File: config.mk
export PLATFORM = sky130hd
export DESIGN_NAME = subcarrier_dds
export DESIGN_NICKNAME = d
export VERILOG_FILES = /design/src/rtl/subcarrier_dds.sv
export SDC_FILE = /design/constraint.sdc
export NUM_CORES = 1
export LEC_CHECK = 0
export CAP_MARGIN = 20
export CORE_MARGIN = 4
export CORE_UTILIZATION = 35
export CTS_CLUSTER_SIZE = 16
export DETAILED_ROUTE_END_ITERATION = 8
export GPL_TIMING_DRIVEN = 1
export PLACE_DENSITY = 0.66
export SLEW_MARGIN = 20
export SYNTH_ARGS = -nofsm -noshare
export SYNTH_HDL_FRONTEND = slang
export SYNTH_SLANG_ARGS = --single-unit
File: constraint.sdc
create_clock -name clk -period 2.9 [get_ports clk]
set_clock_uncertainty 0.1 [all_clocks]
set_input_delay 0.87 -clock clk [delete_from_list [all_inputs] [get_ports clk]]
set_output_delay 0.87 -clock clk [all_outputs]
set_load 0.01 [all_outputs]
File: src/rtl/subcarrier_dds.sv
module subcarrier_dds #(
  parameter int PHASE_W     = 32,
  parameter int NTSC_FIELDS = 4,
  parameter int PAL_FIELDS  = 8,
  localparam int FIELD_W    = $clog2(PAL_FIELDS)
) (
  input  logic               clk,
  input  logic               rst_n,
  input  logic               field_start,
  input  logic               pal_mode,
  input  logic [PHASE_W-1:0] freq_inc,
  input  logic [PHASE_W-1:0] phase_offset,
  input  logic               seq_reset_en,
  input  logic               req_reset_en,
  input  logic               ext_reset_req,
  output logic [PHASE_W-1:0] phase,
  output logic [FIELD_W-1:0] field_num,
  output logic               reset_pulse
);

  logic [PHASE_W-1:0] phase_q;
  logic [FIELD_W-1:0] field_q;
  logic               pend_q;
  logic               pulse_q;

  logic [FIELD_W-1:0] last_field;
  logic               at_last;
  logic               seq_fire;
  logic               req_fire;
  logic               force_phase;
  logic               pend_d;

  assign last_field  = pal_mode ? FIELD_W'(PAL_FIELDS - 1) : FIELD_W'(NTSC_FIELDS - 1);
  assign at_last     = field_q >= last_field;
  assign seq_fire    = field_start & seq_reset_en & ~req_reset_en & at_last;
  assign req_fire    = field_start & req_reset_en & pend_q;
  assign force_phase = seq_fire | req_fire;
  assign pend_d      = req_reset_en & ((pend_q & ~field_start) | ext_reset_req);

  always_ff @(posedge clk or negedge rst_n) begin
    if (!rst_n) begin
      phase_q <= '0;
      field_q <= '0;
      pend_q  <= 1'b0;
      pulse_q <= 1'b0;
    end else begin
      phase_q <= force_phase ? phase_offset : phase_q + freq_inc;
      if (field_start)
        field_q <= (force_phase | at_last) ? '0 : field_q + 1'b1;
      pend_q  <= pend_d;
      pulse_q <= force_phase;
    end
  end

  assign phase       = phase_q;
  assign field_num   = field_q;
  assign reset_pulse = pulse_q;

endmodule

==> flow_summary.yaml, run 1 <==
synth:
  syn_inst: 426
  ys_seq_area_share_pct: 26.8
  synth_seq_cells: 37
  netlist_area_sq_mm: 0.00345
  synth_nets: 531
  synth-edff-count: 0
  synth-async-reset-ratio_pct: 100
  synth_warnings: 0
  synth-main-ff-cell: "dfrtp_1"
  avgSynthCellArea_sq_um: 8.10
  synth_cell_types: 60
pwr:
  vdd_drop_max_mv: 0.522
  total_power_w: 0.00637
  power.share.clock_pct: 6.1
  p_leak_nw: 2.53
  combPwrFrac_pct: 77.9
  seqPwrFrac_pct: 15.9
  p_int_w: 0.00359
  switching_share_pct: 43.7
  power_density_mw_per_mm2: 1090
  p_switching_w: 0.00278
grt:
  grt_max_degree: 21
  antenna_found_initial: 0
  grtUsageTotal_pct: 21.3
  grt-ovfl-total: 0
  grt_pass1_wl_microns: 19800
  grt_pass1_vias: 4108
sta:
  slew_headroom_pct: 68.0
  period_needed_ns: 2.86
  period_share_pct: 98.7
  rsz0062_at_grt: "yes"
  max_freq_mhz: 349
  setup_viol: 0
  tightest_slew_ns: 0.481
  hold_violations: 0
  maxSlewViolCount: 0
clocking:
  clock-sinks: 37
  clockBufferDepth: 2
  clockRootBuffer: "clkbuf_8"
  clk_transition_reported_paths_ns: 0.09
  cts_hold_buf: 0
  ctsHtreeMaxLevel: 2
  numCtsBuffers: 5
  cts_tree: "yes"
  clock_latency_ns: 0.30
placed_design:
  dp_cells: 741
  gp_routability_congestion: 0.938
  dp_hpwl_microns: 9770
  io_buffers: 106
run:
  cap_violations: 0
setup_path:
  worst_ep_required_time_ns: 2.99
  reg2reg_slack_ns: 0.37
  end_kind: "flip-flop"
  start_kind: "input port"
  crit_family: "compound AO/OA/AOI/OAI gates"
  crit_slowest_cell: "a221o_1"
  critPathArrivalTime_ns: 2.95
  crit_type: "input port to flip-flop"
  max_stage_delay_ns: 0.43
  reg2regPathDepth: 9
  r2r_end: "phase[26]"
  path_cells: "clkdlybuf4s15_1, ha_2, fa_2, a21o_1, a221o_1, a211oi_2, buf_4, a211oi_2, mux2i_1, nor2_1"
  path_common_cell: "a211oi_2"
  timing.rr.start: "phase[0]"
  crit_fanout: 4
  crit_buf_inv: 2
cells_and_area:
  final_cell_mix: "buf_4, clkdlybuf4s50_1, nand2_1"
  syn2layout_area_growth_pct: 69.8
  final_nets: 734
  final_common_cell: "buf_4"
  diodes: 0
  drive_gt1_share_pct: 28.0
  fin_cells: 758
route:
  route.detailed.drc: 0
  finalWirelength_microns: 12500
  routed-via-count: 4045
  viasPerCell: 5.34
  drt_pre_antenna_iters: 4
  ant_nets: 0
  wl_per_cell_microns: 16.6
  drt-initial-drc-count: 190
floorplanning:
  die_h_microns: 107
  initial_core_util_pct: 36.7
  rows: 35
  io_pins: 107
  core_area_sq_mm: 0.00942
  die_x_microns: 107
  die-area_sq_mm: 0.0115
worst_hold_path:
  hp-class: "input port to asynchronous set/reset pin"
run_status:
  status: "complete, no violations"
==> power groups by stage <==
| stage | Combinational, W | Sequential [W] | Clock (W) |
|---|---|---|---|
| 6_report | 0.00497 | 0.00101 | 0.000391 |
| 5_1_grt | 0.00547 | 0.00105 | 0.000434 |
| 4_1_cts | 0.00462 | 0.000973 | 0.000407 |
| 3_5_place_dp | 0.00447 | 0.000968 | 0 |
| 3_3_place_gp | 0.00439 | 0.000970 | 0 |
| 2_1_floorplan | 0.00230 | 0.00106 | 0 |
==> layer usage <==
layer,share of wire (%),vias up,track usage (%)
li1,-,1999,-
met1,44,1889,27.6
met2,48,125,36.1
met3,5.2,32,3.78
met4,2.5,0,6.21
met5,0,-,0
==> sequential cells by signal, indices dropped and copies added, names as in the netlist <==
register / flops
pend_q: 1
phase: 32
field_num: 3
reset_pulse: 1
==> final cells by class <==
cell class / instances / area [sq um]
Sequential cell: 37 / 926
Fill cell: 844 / 3560
Clock buffer: 7 / 86.3
Inverter: 10 / 37.5
Timing Repair Buffer: 220 / 1940
Tap cell: 129 / 161
Multi-Input combinational cell: 355 / 2710
==> cells in the mapped netlist (all sizes together) (4+ instances only) <==
library cell,n,area [sq um]
nand4,12,75.1
a21o,8,60.1
nand2,55,206
mux2i,6,60.1
clkbuf,7,26.3
xor2,4,35.0
and3,5,36.3
buf,17,90.1
xnor2,14,123
inv,10,37.5
ha,33,413
o31ai,11,87.6
a21oi,49,249
and2,5,31.3
o21a,10,75.1
or3,4,35.0
a221oi,4,47.6
nor3,14,70.1
dfrtp,37,926
a211oi,6,50.1
o21ai,32,164
nor4,5,31.3
nand3,11,55.1
nor2,28,105
==> what timing repair did <==
| action | CTS | global route |
|---|---|---|
| resized for setup | 23 | 46 |
| pin swaps | 13 | 26 |
| gates cloned | 0 | 0 |
| setup buffers | 1 | 9 |
| endpoints found under the setup margin | 18 | 19 |
==> kinds of logic (layout without fill, tap and decap cells) <==
kind of cell | count (synthesis) | after routing | synth area share [%]
XOR/XNOR | 18 | 18 | 4.57
flip-flops | 37 | 37 | 26.8
AO/OA/AOI/OAI | 150 | 150 | 29.5
buffers and inverters | 34 | 237 | 4.46
multiplexers | 6 | 6 | 1.74
adder cells (fa/ha/maj) | 34 | 34 | 12.5
AND/OR/NAND/NOR | 147 | 147 | 20.3
==> worst max-delay path by stage <==
stage                 start        end  slack, ns  depth (start not counted)
2_1_floorplan   freq_inc[0]  phase[10]       0.06                          8
3_3_place_gp    freq_inc[0]  phase[10]      -0.48                          9
3_5_place_dp    freq_inc[0]  phase[22]      -0.54                          9
4_1_cts        freq_inc[18]  phase[28]      0.002                          9
5_1_grt        freq_inc[16]  phase[31]      -0.04                          8
6_report        freq_inc[0]  phase[26]       0.04                         10
==> stage by stage <==
step / hold WS, ns / instance area, sq um / worst slack (ns) / util [%] / setup TNS (ns)
floorplan: 0.442 / 3450 / 0.0623 / - / 0
global placement: 0.417 / 5340 / -0.481 / 56.7 / -8.17
detailed placement: 0.436 / 5340 / -0.544 / 56.7 / -9.33
CTS: 0.446 / 5540 / 0.00195 / 58.9 / 0
global route: 0.456 / 5860 / -0.0407 / 62.2 / -0.199
finish: 0.432 / 5860 / 0.0369 / 62.2 / 0
No activity file was read; power rests on OpenSTA's default activity.
==> run 2: changes to the inputs <==
--- a/config.mk
+++ b/config.mk
@@ -10,7 +10,8 @@
 export CORE_UTILIZATION = 35
 export CTS_CLUSTER_SIZE = 16
 export DETAILED_ROUTE_END_ITERATION = 8
-export GPL_TIMING_DRIVEN = 1
+export GPL_TIMING_DRIVEN = 0
+export MAX_ROUTING_LAYER = met4
 export PLACE_DENSITY = 0.66
 export SLEW_MARGIN = 20
 export SYNTH_ARGS = -nofsm -noshare
==> flow_summary.yaml, run 2 (synthesis results as in run 1) <==
setup_path:
  start_kind: "input port"
  r2r_end: "phase[22]"
  timing.rr.start: "phase[0]"
  critPathArrivalTime_ns: 2.95
  worst_ep_required_time_ns: 2.99
  crit_type: "input port to flip-flop"
  reg2reg_slack_ns: 0.40
  end_kind: "flip-flop"
  crit_fanout: 8
  reg2regPathDepth: 8
sta:
  rsz0062_at_grt: "yes"
  period_share_pct: 98.3
  hold_violations: 0
  setup_ws_ns: 0.0480
  max_freq_mhz: 351
  slew_headroom_pct: 66.5
  period_needed_ns: 2.85
  maxSlewViolCount: 0
  tightest_slew_ns: 0.502
  setup_viol: 0
clocking:
  clockRootBuffer: "clkbuf_8"
  ctsHtreeMaxLevel: 2
  clock-sinks: 37
  cts_hold_buf: 0
  clockBufferDepth: 2
  numCtsBuffers: 5
  clk_transition_reported_paths_ns: 0.08
  clock_latency_ns: 0.30
  cts_tree: "yes"
grt:
  grt_pass1_wl_microns: 18500
  grt_max_degree: 20
  antenna_found_initial: 0
  grtUsageTotal_pct: 20.6
  grt_pass1_vias: 3731
  grt-ovfl-total: 0
floorplanning:
  die-area_sq_mm: 0.0115
  io_pins: 107
  die_x_microns: 107
  core_area_sq_mm: 0.00942
  initial_core_util_pct: 36.7
  rows: 35
  die_h_microns: 107
run_status:
  status: "complete, no violations"
pwr:
  power_density_mw_per_mm2: 1100
  p_leak_nw: 2.26
  vdd_drop_max_mv: 0.490
cells_and_area:
  final_common_cell: "clkdlybuf4s50_1"
  diodes: 0
  final_nets: 672
  final_cell_mix: "clkdlybuf4s50_1, nand2_1, dfrtp_1"
  syn2layout_area_growth_pct: 62.6
  largest_reg_flops: 32
  post-route-util_pct: 59.6
  drive_gt1_share_pct: 25.5
placed_design:
  gp_routability_congestion: 0.911
  place_ws_ns: -0.649
  io_buffers: 105
  dp_hpwl_microns: 9060
route:
  routed-via-count: 3851
  ant_nets: 0
  viasPerCell: 5.53
  route.detailed.drc: 0
  drt_pre_antenna_iters: 4
  drt-initial-drc-count: 214
  wl_per_cell_microns: 17.5
  finalWirelength_microns: 12200
run:
  cap_violations: 0
worst_hold_path:
  min-delay-start: "field_num[2]"
  whs_endpoint: "field_num[2]"
  hp-class: "flip-flop to flip-flop"
  whs_path_depth: 1
run 2: cell count changes in the layout (fill, tap and decap cells not counted), sizes merged:
cell           previous run  this run
buf                     115        47
clkbuf                    7        16
clkdlybuf4s15             1         0
clkdlybuf4s50            92        93
dlymetal6s2s             10         8
run 2: layer usage:
| layer | vias to the layer above | track usage [%] | share of wire, % |
|---|---|---|---|
| li1 | 1879 | - | - |
| met1 | 1842 | 27.2 | 45 |
| met2 | 109 | 33.1 | 48 |
| met3 | 21 | 3.12 | 4.6 |
| met4 | 0 | 5.21 | 2.0 |
| met5 | - | - | 0 |
run 2: metrics by stage:
stage	area [sq um]	hold WS, ns	power (W)	instances	setup TNS (ns)
after floorplan	3450	0.442	0.00336	426	0
after global placement	4660	0.415	0.00453	660	-19.43
after detailed placement	4690	0.425	0.00457	661	-14.30
after CTS	5070	0.436	0.00536	677	-0.176
after global routing	5610	0.453	0.00662	697	-0.134
final	5610	0.422	0.00616	697	0
run 2: cell type report:
| class | instances | area [sq um] |
|---|---|---|
| Multi-Input combinational cell | 355 | 2920 |
| Buffer | 20 | 151 |
| Inverter | 10 | 37.5 |
| Clock buffer | 8 | 80.1 |
| Tap cell | 129 | 161 |
| Fill cell | 829 | 3800 |
| Sequential cell | 37 | 926 |
| Timing Repair Buffer | 138 | 1340 |
run 2: how the worst max path moves through the flow:
stage | startpoint | to | cells after the start
floorplan | freq_inc[0] | phase[10] | 8
global placement | freq_inc[14] | phase[23] | 8
detailed placement | freq_inc[14] | phase[23] | 8
CTS | freq_inc[16] | phase[23] | 8
global route | freq_inc[21] | phase[28] | 8
finish | freq_inc[20] | phase[23] | 8
run 2: critical path, cell delays in order:
cell             delay, ns
clkdlybuf4s50_1       0.40
ha_1                  0.28
clkbuf_4              0.18
a21oi_2               0.26
o21ai_0               0.12
a221o_1               0.29
a2111o_1              0.41
o221a_2               0.13
run 2: what timing repair did:
item                                   in CTS  in global routing
buffers inserted                           11                 20
endpoints found under the hold margin       0                  0
pin swaps                                  19                 40
resized for setup                          57                 89
setup endpoints to repair                  25                 31
gates cloned                                0                  1
run 2: power by group:
group | internal, W | total, W | switching, W
clock network | 0.000171 | 0.000370 | 0.000198
logic | 0.00234 | 0.00479 | 0.00245
registers | 0.000789 | 0.000999 | 0.000210
